===== src/rtl/legacy_attr_pkg.sv =====
`timescale 1ns/1ps
package legacy_attr_pkg;

  localparam int unsigned ATTR_BYTE_W = 8;
  localparam int unsigned ATTR_IDX_W  = 3;
  localparam int unsigned ATTR_REGS   = 7;

  typedef struct packed {
    logic                  hit;
    logic [ATTR_IDX_W-1:0] idx;
    logic                  upper;
  } region_t;

  // Which register and which half govern a 20-bit window offset
  function automatic region_t locate(input logic [19:0] a20, input logic above_clear);
    region_t r;
    r = '0;
    if (a20[19:16] == 4'hF) begin
      r.hit   = above_clear;
      r.idx   = '0;
      r.upper = 1'b1;
    end else if (a20[19:18] == 2'b11) begin
      r.hit   = above_clear;
      r.idx   = ATTR_IDX_W'({1'b0, a20[17:15]}) + ATTR_IDX_W'(1);
      r.upper = a20[14];
    end
    return r;
  endfunction

  // Writable bits of each register; unused indices have none
  function automatic logic [ATTR_BYTE_W-1:0] field_mask(input int unsigned idx);
    if (idx == 0)              return 8'h30;
    else if (idx < ATTR_REGS)  return 8'h33;
    else                       return 8'h00;
  endfunction

  function automatic logic [1:0] pick_code(input logic [ATTR_BYTE_W-1:0] r, input logic upper);
    return upper ? r[5:4] : r[1:0];
  endfunction

  function automatic logic to_dram(input logic [1:0] code, input logic is_write);
    return is_write ? code[1] : code[0];
  endfunction

endpackage


===== src/rtl/legacy_attr_regs.sv =====
`timescale 1ns/1ps
module legacy_attr_regs
  import legacy_attr_pkg::*;
#(
  parameter int unsigned NREGS = ATTR_REGS,
  localparam int unsigned FLAT_W = NREGS * ATTR_BYTE_W
) (
  input  logic                   clk,
  input  logic                   rst_n,
  input  logic                   we,
  input  logic [ATTR_IDX_W-1:0]  waddr,
  input  logic [ATTR_BYTE_W-1:0] wdata,
  input  logic [ATTR_IDX_W-1:0]  raddr,
  output logic [ATTR_BYTE_W-1:0] rdata,
  output logic [FLAT_W-1:0]      attr_flat
);

  for (genvar g = 0; g < NREGS; g++) begin : g_reg
    logic [ATTR_BYTE_W-1:0] q;
    logic                   sel;
    assign sel = we && (waddr == ATTR_IDX_W'(g));
    always_ff @(posedge clk or negedge rst_n) begin
      if (!rst_n)   q <= '0;
      else if (sel) q <= wdata & field_mask(g);
    end
    assign attr_flat[g*ATTR_BYTE_W +: ATTR_BYTE_W] = q;
  end

  always_comb begin
    rdata = '0;
    for (int i = 0; i < NREGS; i++) begin
      if (raddr == ATTR_IDX_W'(i)) rdata = attr_flat[i*ATTR_BYTE_W +: ATTR_BYTE_W];
    end
  end

  AST_RSVD_TOP_ZERO: assert property (@(posedge clk) disable iff (!rst_n)
    (raddr == '0) |-> (rdata[3:0] == 4'h0 && rdata[7:6] == 2'b00));
  AST_RSVD_LOW_ZERO: assert property (@(posedge clk) disable iff (!rst_n)
    (raddr != '0) |-> (rdata[7:6] == 2'b00 && rdata[3:2] == 2'b00));
  AST_WRITE_LANDS: assert property (@(posedge clk) disable iff (!rst_n)
    (we && waddr == '0 && raddr == '0) |=> (rdata[5:4] == $past(wdata[5:4])));

endmodule


===== src/rtl/legacy_attr_lookup.sv =====
`timescale 1ns/1ps
module legacy_attr_lookup
  import legacy_attr_pkg::*;
#(
  parameter int unsigned ADDR_W = 32,
  parameter int unsigned NREGS  = ATTR_REGS,
  localparam int unsigned FLAT_W = NREGS * ATTR_BYTE_W
) (
  input  logic [FLAT_W-1:0] attr_flat,
  input  logic [ADDR_W-1:0] addr,
  input  logic              is_write,
  output logic              hit,
  output logic [1:0]        code,
  output logic              dram_sel
);

  logic    above_clear;
  region_t reg_loc;

  if (ADDR_W > 20) begin : g_wide
    assign above_clear = (addr[ADDR_W-1:20] == '0);
  end else begin : g_narrow
    assign above_clear = 1'b1;
  end

  assign reg_loc = locate(addr[19:0], above_clear);
  assign hit     = reg_loc.hit;

  always_comb begin
    code = 2'b00;
    for (int i = 0; i < NREGS; i++) begin
      if (reg_loc.idx == ATTR_IDX_W'(i))
        code = pick_code(attr_flat[i*ATTR_BYTE_W +: ATTR_BYTE_W], reg_loc.upper);
    end
  end

  assign dram_sel = hit && to_dram(code, is_write);

endmodule


===== src/rtl/legacy_attr_route.sv =====
`timescale 1ns/1ps
module legacy_attr_route (
  input  logic clk,
  input  logic rst_n,
  input  logic valid_in,
  input  logic hit_in,
  input  logic dram_in,
  output logic dec_valid,
  output logic dec_dram,
  output logic dec_mmio
);

  always_ff @(posedge clk or negedge rst_n) begin
    if (!rst_n) begin
      dec_valid <= 1'b0;
      dec_dram  <= 1'b0;
      dec_mmio  <= 1'b0;
    end else begin
      dec_valid <= valid_in;
      dec_dram  <= valid_in && hit_in && dram_in;
      dec_mmio  <= valid_in && hit_in && !dram_in;
    end
  end

  AST_SEL_EXCLUSIVE: assert property (@(posedge clk) disable iff (!rst_n)
    !(dec_dram && dec_mmio));
  AST_SEL_NEEDS_VALID: assert property (@(posedge clk) disable iff (!rst_n)
    (dec_dram || dec_mmio) |-> dec_valid);

endmodule


===== src/rtl/legacy_attr_decoder.sv =====
`timescale 1ns/1ps
module legacy_attr_decoder
  import legacy_attr_pkg::*;
#(
  parameter int unsigned ADDR_W = 32
) (
  input  logic              clk,
  input  logic              rst_n,
  input  logic              cfg_we,
  input  logic [2:0]        cfg_waddr,
  input  logic [7:0]        cfg_wdata,
  input  logic [2:0]        cfg_raddr,
  output logic [7:0]        cfg_rdata,
  input  logic              acc_valid,
  input  logic [ADDR_W-1:0] acc_addr,
  input  logic              acc_write,
  output logic              dec_valid,
  output logic              dec_dram,
  output logic              dec_mmio
);

  localparam int unsigned FLAT_W = ATTR_REGS * ATTR_BYTE_W;

  logic [FLAT_W-1:0] attr_flat;
  logic              lk_hit;
  logic [1:0]        lk_code;
  logic              lk_dram;

  legacy_attr_regs #(.NREGS(ATTR_REGS)) u_regs (
    .clk(clk), .rst_n(rst_n),
    .we(cfg_we), .waddr(cfg_waddr), .wdata(cfg_wdata),
    .raddr(cfg_raddr), .rdata(cfg_rdata),
    .attr_flat(attr_flat)
  );

  legacy_attr_lookup #(.ADDR_W(ADDR_W), .NREGS(ATTR_REGS)) u_lookup (
    .attr_flat(attr_flat), .addr(acc_addr), .is_write(acc_write),
    .hit(lk_hit), .code(lk_code), .dram_sel(lk_dram)
  );

  legacy_attr_route u_route (
    .clk(clk), .rst_n(rst_n),
    .valid_in(acc_valid), .hit_in(lk_hit), .dram_in(lk_dram),
    .dec_valid(dec_valid), .dec_dram(dec_dram), .dec_mmio(dec_mmio)
  );

  AST_IDLE_QUIET: assert property (@(posedge clk) disable iff (!rst_n)
    !acc_valid |=> (!dec_valid && !dec_dram && !dec_mmio));
  AST_OUTSIDE_NONE: assert property (@(posedge clk) disable iff (!rst_n)
    (acc_valid && !lk_hit) |=> (dec_valid && !dec_dram && !dec_mmio));
  AST_READ_CODE: assert property (@(posedge clk) disable iff (!rst_n)
    (acc_valid && lk_hit && !acc_write) |=> (dec_dram == $past(lk_code[0])));
  AST_WRITE_CODE: assert property (@(posedge clk) disable iff (!rst_n)
    (acc_valid && lk_hit && acc_write) |=> (dec_dram == $past(lk_code[1])));
  AST_HIT_ONE_SEL: assert property (@(posedge clk) disable iff (!rst_n)
    (acc_valid && lk_hit) |=> (dec_dram != dec_mmio));

endmodule


===== config.mk =====
export PLATFORM = sky130hd
export DESIGN_NAME = legacy_attr_decoder
export DESIGN_NICKNAME = d
export VERILOG_FILES = /design/src/rtl/legacy_attr_pkg.sv /design/src/rtl/legacy_attr_regs.sv /design/src/rtl/legacy_attr_lookup.sv /design/src/rtl/legacy_attr_route.sv /design/src/rtl/legacy_attr_decoder.sv
export SDC_FILE = /design/constraint.sdc
export NUM_CORES = 1
export LEC_CHECK = 0
export BUFFER_PORTS_ARGS = -buffer_cell sky130_fd_sc_hd__buf_2
export CAP_MARGIN = 25
export CORE_AREA = 4 4 85 87
export CTS_BUF_LIST = sky130_fd_sc_hd__clkbuf_16
export DETAILED_ROUTE_END_ITERATION = 6
export DIE_AREA = 0 0 89 91
export GPL_TIMING_DRIVEN = 0
export PLACE_DENSITY_LB_ADDON = 0.12
export SKIP_LAST_GASP = 1
export SYNTH_ARGS = -nofsm -noshare
export SYNTH_HDL_FRONTEND = slang
export SYNTH_HIERARCHICAL = 1
export SYNTH_SLANG_ARGS = --single-unit

===== constraint.sdc =====
create_clock -name clk -period 1.6 [get_ports clk]
set_input_delay 0.16 -clock clk [delete_from_list [all_inputs] [get_ports clk]]
set_output_delay 0.16 -clock clk [all_outputs]
set_load 0.02 [all_outputs]

==> results of run 1 <==
## layout make-up
type | count | area (um^2) | area share (%)
Sequential cell | 29 | 725.7 | 27.54
Clock buffer | 5 | 125.1 | 4.748
Inverter | 5 | 18.77 | 0.7122
Buffer | 12 | 98.84 | 3.751
Clock inverter | 2 | 7.507 | 0.2849
Multi-Input combinational cell | 140 | 1211 | 45.96
Timing Repair Buffer | 54 | 351.6 | 13.34
Tap cell | 77 | 96.34 | 3.656
## worst reg2reg max path, cell delays in order (launching register included)
cell and delay, ns:
dfrtp_1 0.37, buf_4 0.13, nor3_1 0.04, o211a_1 0.25
o21ai_2 0.12, o2111ai_2 0.13, a21boi_1 0.19, and3b_1 0.19
## power by group through the flow
| stage | registers, uW | clock network, uW | logic (uW) |
|---|---|---|---|
| 2_1_floorplan | 968 | 0 | 404 |
| 3_3_place_gp | 1040 | 0 | 559 |
| 3_5_place_dp | 1040 | 0 | 558 |
| 4_1_cts | 1020 | 862 | 652 |
| 5_1_grt | 1040 | 897 | 773 |
| 6_report | 1020 | 847 | 702 |
## flip-flops by register name, indices dropped and copies added, names as in the netlist
name / cells
u_route/dec_dram: 1
u_regs/g.q: 26
u_route/dec_mmio: 1
u_route/dec_valid: 1
## stage by stage
stage | total power (uW) | hold slack (ns)
final | 2565 | 0.01669
after global routing | 2705 | 0.01355
after CTS | 2531 | 0.01146
after detailed placement | 1599 | 0.2389
after global placement | 1599 | 0.2353
after floorplan | 1372 | -0.1356
## how the worst max path moves through the flow
stage | cells after the start | endpoint | slack (ns)
after CTS | 9 | u_route/dec_mmio | -0.24
after global placement | 9 | u_route/dec_mmio | -0.74
after global routing | 9 | u_route/dec_mmio | -0.26
after detailed placement | 9 | u_route/dec_mmio | -0.74
after floorplan | 8 | u_route/dec_mmio | -0.24
final | 9 | u_route/dec_mmio | -0.21
## per-layer routing
metal	up-vias	GRT usage [%]	part of all wire, %
li1	815	-	-
met1	817	21.55	48
met2	52	21.10	45
met3	6	2.896	5.5
met4	0	4.094	0.94
met5	-	0	0
## repair_timing
action	4_1_cts	5_1_grt
pin swaps	6	9
resized for setup	11	14
endpoints found under the hold margin	29	0
setup buffers	10	6
endpoints found under the setup margin	4	6
hold buffers	1	0
==> impl_metrics.ini, run 1 <==
[power]
pwr-share-clk_pct = 33.0
p_per_area_nw_per_um2 = 973.5
switching_share_pct = 29.16
switchingPower_uw = 748.1
p_comb_share_pct = 27.4
p_seq_share_pct = 39.6
p_leak_uw = 0.001203
power.internal_uw = 1817
ir_drop_mv = 0.7813

[routing]
dr.first_iter.drc_count = 49
drt-vias-per-instance = 5.216
drt_pass1_iterations = 4
drc = 0
wl_per_cell_um = 17.10
dr_total_vias = 1690
wirelength_um = 5542
postRouteAntennaNets = 0

[die]
start_util_pct = 30.88
core_area_um2 = 6350
fp.dieW_um = 89
core.rowCount = 29
io_pins = 62
dieHeight_um = 91
dieArea_um2 = 8099

[worst_setup_path]
end_kind = register
worstPathRequired_ns = 1.76
slowest_stage = or3b_4
crit_chain = buf_8 > buf_4 > or3b_4 > a221o_1 > a31o_1 > o21ai_2 > o2111ai_2 > a21boi_1 > and3b_1
crit_type = in -> reg
worstSetupStartpoint = acc_addr[16]
cp.arrival_ns = 1.97
worstPathMaxFanout = 5
cp_num_buf_inv = 2
rrSetupSlack_ns = 0.07
cp-start-kind = input port
reg2reg_to = u_route/dec_mmio
crit_family = compound AO/OA/AOI/OAI gates
slowest_delay_ns = 0.43
worstRegToRegCells = 7
r2r-start = u_regs/g_reg[3].q[5]

[timing]
tightest_slew_ns = 0.6594
setup_viol = 3
clock_skew_ns = 0.003282
period_share_pct = 113.3
rsz0062_at_grt = true
max_slew_margin_pct = 56.04
fin_setup_tns_ns = -0.4304
setup_slack_ns = -0.2131
max_clock_freq_ghz = 0.5515
drv_slew = 0
hold_violations = 0
period_needed_ns = 1.813

[global_routing]
grt_max_degree = 30
track_usage_pct = 14.46
grt_pass1_wl_um = 8894
grt_remaining_overflow = 0
antenna_found_initial = 0
grt_pass1_vias = 1655

[hold_path]
worstHoldStart = acc_valid
min_to = u_route/dec_valid
worstHoldPathType = in -> reg
hold_depth = 1

[placed_design]
place_ws_ns = -0.7436
dp.cells = 300
gp_congestion = 0.8051
dpl_cell_area_um2 = 2276
port_buffers = 37
hpwl_um = 4029

[final_layout]
antenna_cells = 0
mostFrequentLayoutCells = buf_2, dfrtp_1, mux2_2, buf_4
postLayoutCoreUtil_pct = 41.50
area_growth_pct = 34.40
final.fill_count = 624
mostFrequentLayoutCell = buf_2
design_area_um2 = 2635
final_cells = 324
drive_above_1_share_pct = 50.61
fin_nets = 299

[clock_tree]
clkLatencyLatePin_ns = 0.27
cts.clk_slew.worst_paths_ns = 0.05
clockRootBuffer = clkbuf_16
htree_levels = 2
clock-sinks = 29
cts_tree = built
cts_buffers = 5
clockBufferDepth = 2

[yosys]
netlist_instances = 181
synth_warnings = 6
syn_area_um2 = 1961
syn_area_per_cell_um2 = 10.83

[job]
cap_violations = 0

[status]
outcome = finished with violations
violations = setup timing
Power figures use the tool's default switching activity.
==> run 2, diff against run 1 <==
--- a/config.mk
+++ b/config.mk
@@ -5,16 +5,15 @@
 export SDC_FILE = /design/constraint.sdc
 export NUM_CORES = 1
 export LEC_CHECK = 0
-export BUFFER_PORTS_ARGS = -buffer_cell sky130_fd_sc_hd__buf_2
 export CAP_MARGIN = 25
-export CORE_AREA = 4 4 85 87
+export CORE_AREA = 4 4 80 82
 export CTS_BUF_LIST = sky130_fd_sc_hd__clkbuf_16
 export DETAILED_ROUTE_END_ITERATION = 6
-export DIE_AREA = 0 0 89 91
+export DIE_AREA = 0 0 84 86
+export DONT_BUFFER_PORTS = 1
 export GPL_TIMING_DRIVEN = 0
 export PLACE_DENSITY_LB_ADDON = 0.12
 export SKIP_LAST_GASP = 1
 export SYNTH_ARGS = -nofsm -noshare
 export SYNTH_HDL_FRONTEND = slang
-export SYNTH_HIERARCHICAL = 1
 export SYNTH_SLANG_ARGS = --single-unit
==> run 2 against run 1 <==
The run still ends with setup timing left. Worst setup slack better by 0.14 ns. Combinational power down 21%. Global-route usage grew 1.1 points. Non-clock buffer count down 50. Register-to-register slack is essentially flat. First-iteration DRC count is 130% higher. Design area decreased by 14%. Clock power hardly changed. Critical path depth decreased by 4. Utilization shrank 2.1 points. Area after synthesis fell by 2.2%. Count of clock-buffer cells in the layout is the same. Critical endpoint is now cfg_rdata[4].
==> impl_metrics.ini, run 2 <==
[status]
outcome = finished with violations
violations = setup timing

[routing]
drt_pass1_iterations = 4
postRouteAntennaNets = 0
drt-vias-per-instance = 5.842
wirelength_um = 5459
dr.first_iter.drc_count = 111
wl_per_cell_um = 19.64
drc = 0
dr_total_vias = 1624

[die]
dieArea_um2 = 7224
fp.dieW_um = 84
io_pins = 62
start_util_pct = 33.38
dieHeight_um = 86
core.rowCount = 28
core_area_um2 = 5746

[yosys]
netlist_instances = 188
synth_warnings = 0
synth_edf_count = 0
yosys.area.top_type_share_pct = 37.83
async_reset_ff_share_pct = 100.0
syn_area_per_cell_um2 = 10.20
yosysSeqAreaShare_pct = 37.83
synth-seq-cells = 29
synth_area_leaders = dfrtp_1, mux2_2, nand2_1, mux2i_1, mux4_2
synth.distinct_cells = 54
yosys.area.top_type = dfrtp_1
yosysMostFrequentCell = dfrtp_1
synth_common_cells = dfrtp_1, mux2_2, nand2_1
syn_area_um2 = 1918
ys.flop_type = dfrtp_1

[power]
p_per_area_nw_per_um2 = 1079
p_leak_uw = 0.0008996
ir_drop_mv = 0.5221

[timing]
clock_skew_ns = 0.002804
period_share_pct = 104.9
setup_viol = 1
max_clock_freq_ghz = 0.5959
rsz0062_at_grt = true
max_slew_margin_pct = 37.46
setup_slack_ns = -0.07803
hold_violations = 0
period_needed_ns = 1.678
drv_slew = 0
tightest_slew_ns = 0.9361

[worst_setup_path]
worstPathRequired_ns = 1.44
worstPathMaxFanout = 3
crit_family = compound AO/OA/AOI/OAI gates
cp-start-kind = register
cp.arrival_ns = 1.52
crit_chain = mux2_4 > o21ai_2 > a22oi_1 > o21ai_1 > a21oi_2
cp_num_buf_inv = 0
end_kind = output pin
slowest_delay_ns = 0.39
crit_type = reg -> out
slowest_stage = dfrtp_1
rrSetupSlack_ns = 0.06

[global_routing]
antenna_found_initial = 0
grt_remaining_overflow = 0
track_usage_pct = 15.56
grt_max_degree = 30
grt_pass1_vias = 1679
grt_pass1_wl_um = 8652

[final_layout]
final_cells = 278
area_growth_pct = 17.94
register_area_um2 = 725.7
multi_input_area_um2 = 1165
antenna_cells = 0
mostFrequentLayoutCells = dfrtp_1, mux2_2, nand2_1, o21ai_0
mostFrequentLayoutCell = dfrtp_1
fin_nets = 255
largest_reg_flops = 26
drive_above_1_share_pct = 31.53
regMostFlops = u_regs.g.q
final.fill_count = 564
postLayoutCoreUtil_pct = 39.37

[hold_path]
worstHoldPathType = in -> reg

[clock_tree]
clockBufferDepth = 2
clockRootBuffer = clkbuf_16
cts_buffers = 5
htree_levels = 2
cts.clk_slew.worst_paths_ns = 0.05
cts_tree = built
clock-sinks = 29
clkLatencyLatePin_ns = 0.27

[job]
cap_violations = 0

[placed_design]
dp.cells = 266
port_buffers = 0
gp_congestion = 0.8925
hpwl_um = 4216
==> run 2: cell count changes in the layout (fill, tap and decap cells not counted), moves of 3 or more <==
cell,change
buf_2,-34
buf_4,-18
o21ai_0,+4
a21oi_1,-4
a22oi_1,+3
nand2_1,+10
==> run 2: power by group <==
| part | internal, uW | switching [uW] |
|---|---|---|
| clock | 552 | 295 |
| combinational | 289 | 266 |
| sequential | 883 | 156 |
==> run 2: logic make-up after synthesis <==
family / synth area share (%)
AO/OA/AOI/OAI: 16.57
XOR/XNOR: 0.4567
adder cells (fa/ha/maj): 0.6522
buffers and inverters: 4.565
flip-flops: 37.83
multiplexers: 23.03
other: 0.1955
AND/OR/NAND/NOR: 16.70
==> run 2: area by class of cell <==
type                            instances  area share [%]
Inverter                                6          0.9956
Clock buffer                            5           5.531
Sequential cell                        29           32.08
Multi-Input combinational cell        145           51.49
Buffer                                 11           2.987
Clock inverter                          2          0.3319
Tap cell                               75           4.148
Timing Repair Buffer                    5           2.434
==> run 2: metrics by stage <==
| step | hold WS, ns | area, um^2 | worst slack [ns] | total power [uW] | setup TNS [ns] |
|---|---|---|---|---|---|
| floorplan | -0.1356 | 1947 | 0.01158 | 1390 | 0 |
| global placement | -0.1349 | 2041 | -0.1444 | 1514 | -0.4913 |
| detailed placement | -0.1350 | 2041 | -0.1425 | 1532 | -0.7115 |
| CTS | 0.006242 | 2221 | -0.1182 | 2420 | -0.1182 |
| global route | 0.02976 | 2262 | -0.1053 | 2566 | -0.1148 |
| finish | 0.009073 | 2262 | -0.07803 | 2440 | -0.07803 |
==> run 2: final timing paths <==
path,from,endpoint,cells after the start
max,u_regs.g_reg[0].q[4],cfg_rdata[4],5
min,cfg_wdata[5],u_regs.g_reg[4].q[5],2
max reg2reg,u_regs.g_reg[6].q[1],u_route.dec_dram,5
min reg2reg,u_regs.g_reg[4].q[1],u_regs.g_reg[4].q[1],1
max in group asynchronous,rst_n,u_regs.g_reg[3].q[0],2
min in group asynchronous,rst_n,u_route.dec_valid,2
==> run 2: what timing repair did <==
action | in CTS | in global routing
cloned | 0 | 0
endpoints found under the hold margin | 31 | 0
setup buffers | 0 | 2
endpoints found under the setup margin | 3 | 5
gates resized for setup | 3 | 12
pin swaps | 0 | 3
hold buffers | 3 | 0
==> run 2: metal layers <==
layer | up-vias | track usage, % | wire length (um)
li1 | 738 | - | -
met1 | 792 | 18.30 | 2231
met2 | 78 | 25.38 | 2562
met3 | 16 | 5.476 | 489
met4 | 0 | 7.602 | 176
met5 | - | 0 | 0
==> run 3, diff against run 2 <==
--- a/config.mk
+++ b/config.mk
@@ -6,14 +6,15 @@
 export NUM_CORES = 1
 export LEC_CHECK = 0
 export CAP_MARGIN = 25
-export CORE_AREA = 4 4 80 82
+export CORE_AREA = 2 2 83 85
 export CTS_BUF_LIST = sky130_fd_sc_hd__clkbuf_16
 export DETAILED_ROUTE_END_ITERATION = 6
-export DIE_AREA = 0 0 84 86
+export DIE_AREA = 0 0 85 87
 export DONT_BUFFER_PORTS = 1
 export GPL_TIMING_DRIVEN = 0
 export PLACE_DENSITY_LB_ADDON = 0.12
 export SKIP_LAST_GASP = 1
 export SYNTH_ARGS = -nofsm -noshare
 export SYNTH_HDL_FRONTEND = slang
+export SYNTH_HIERARCHICAL = 1
 export SYNTH_SLANG_ARGS = --single-unit
==> run 3 against run 2 <==
Combinational power fell by 4.7%. Routed wire length fell by 5.1%. Design area rose by 4.2%. Fmax fell by 0.67%. Final cell count did not move. First-iteration DRC count fell by 60%. Via count fell by 5.3%. Count of clock-buffer cells in the layout did not move. The run still ends with setup timing left. Critical path depth rose by 3. Hold slack improved by 0.031 ns. Largest cell class unchanged.
==> impl_metrics.ini, run 3 (synthesis results as in run 1) <==
[die]
core.rowCount = 30
dieArea_um2 = 7395
dieHeight_um = 87
fp.dieW_um = 85
start_util_pct = 29.85
io_pins = 62
core_area_um2 = 6569

[worst_setup_path]
cp_num_buf_inv = 1
cp.arrival_ns = 1.85
crit_type = in -> reg
crit_family = compound AO/OA/AOI/OAI gates
slowest_delay_ns = 0.41
worstPathMaxFanout = 6
crit_chain = ha_4 > or3b_4 > a221o_1 > a31o_1 > inv_1 > o2111ai_2 > a21boi_2 > and3b_1
cp-start-kind = input port
end_kind = register
slowest_stage = or3b_4
worstPathRequired_ns = 1.76

[routing]
dr_total_vias = 1538
wl_per_cell_um = 18.64
wirelength_um = 5181
dr.first_iter.drc_count = 44
drt-vias-per-instance = 5.532
drt_pass1_iterations = 4
drc = 0
postRouteAntennaNets = 0

[timing]
period_share_pct = 105.6
max_clock_freq_ghz = 0.5919
clock_skew_ns = 0.003868
setup_slack_ns = -0.08934
setup_viol = 2
drv_slew = 0
hold_violations = 0
period_needed_ns = 1.689
rsz0062_at_grt = true

[job]
cap_violations = 0

[power]
ir_drop_mv = 0.5368
p_leak_uw = 0.0009799
p_per_area_nw_per_um2 = 1022

[global_routing]
grt_pass1_vias = 1657
grt_remaining_overflow = 0
track_usage_pct = 14.78
antenna_found_initial = 0
grt_pass1_wl_um = 8487
grt_max_degree = 30

[clock_tree]
clockBufferDepth = 2
cts_buffers = 5
clockRootBuffer = clkbuf_16
htree_levels = 2
cts.clk_slew.worst_paths_ns = 0.05
cts_tree = built
clock-sinks = 29
clkLatencyLatePin_ns = 0.27

[hold_path]
worstHoldPathType = in -> reg

[final_layout]
mostFrequentLayoutCells = dfrtp_1, mux2_2, a21oi_1, nand2_1, nor2_1
final_cells = 278
antenna_cells = 0
drive_above_1_share_pct = 37.88
fin_nets = 249
postLayoutCoreUtil_pct = 35.89
largest_reg_flops = 26
mostFrequentLayoutCell = dfrtp_1
regMostFlops = u_regs/g.q
area_growth_pct = 20.23

[placed_design]
gp_congestion = 0.8695
hpwl_um = 4164
port_buffers = 0
dp.cells = 266

[status]
outcome = finished with violations
violations = setup timing
run 3: worst register-to-register path, cell delays in order (launching register included):
cell and delay, ns:
dfrtp_1 0.39, o311ai_0 0.36, o221ai_1 0.21, o2111ai_2 0.23
a21boi_2 0.08, and3_4 0.18
run 3: area by class of cell:
type	instances	area, um^2
Fill cell	676	4212
Tap cell	80	100.1
Inverter	5	18.77
Multi-Input combinational cell	140	1229
Buffer	12	98.84
Clock inverter	3	12.51
Timing Repair Buffer	4	47.55
Sequential cell	29	725.7
Clock buffer	5	125.1
run 3: final timing paths:
path / from / slack (ns) / cells after the start / endpoint
worst max-delay path: acc_addr[15] / -0.09 / 8 / u_route/dec_mmio
worst min-delay path: cfg_wdata[0] / 0.04 / 1 / u_regs/g_reg[5].q[0]
worst max register to register: u_regs/g_reg[1].q[5] / 0.03 / 5 / u_route/dec_dram
worst min register to register: u_regs/g_reg[6].q[1] / 0.54 / 1 / u_regs/g_reg[6].q[1]
max in group asynchronous: rst_n / 1.12 / 2 / u_regs/g_reg[1].q[1]
min in group asynchronous: rst_n / 0.32 / 2 / u_regs/g_reg[6].q[0]
run 3: metrics by stage:
stage / setup slack, ns / setup TNS [ns] / hold WS (ns) / cell area [um^2] / total power [uW]
finish: -0.08934 / -0.1746 / 0.03991 / 2357 / 2409
floorplan: -0.2400 / -0.4541 / -0.1356 / 1994 / 1372
detailed placement: -0.5760 / -1.093 / -0.1345 / 2095 / 1511
global placement: -0.5439 / -1.046 / -0.1346 / 2095 / 1493
CTS: -0.1186 / -0.2324 / 0.03294 / 2307 / 2411
global route: -0.1608 / -0.2980 / 0.03136 / 2357 / 2549
run 3: what timing repair did:
action | 4_1_cts | 5_1_grt
setup endpoints to repair | 4 | 4
endpoints found under the hold margin | 30 | 0
hold buffers | 3 | 0
resized for setup | 6 | 8
buffers inserted | 1 | 0
pin swaps | 3 | 0
run 3: routing by layer:
| layer | GRT usage, % | routed length (um) | part of all wire (%) | vias to the layer above |
|---|---|---|---|---|
| li1 | - | - | - | 710 |
| met1 | 17.65 | 2194 | 42 | 777 |
| met2 | 25.85 | 2643 | 51 | 43 |
| met3 | 3.886 | 248 | 4.8 | 8 |
| met4 | 4.906 | 95 | 1.8 | 0 |
| met5 | 0 | 0 | 0 | - |
run 3: power breakdown:
part	leakage, uW	switching, uW	internal, uW	total, uW
Clock	0.0000687	295	559	854
Sequential	0.000352	143	883	1030
Combinational	0.000560	252	277	529
Total	0.000980	690	1720	2410
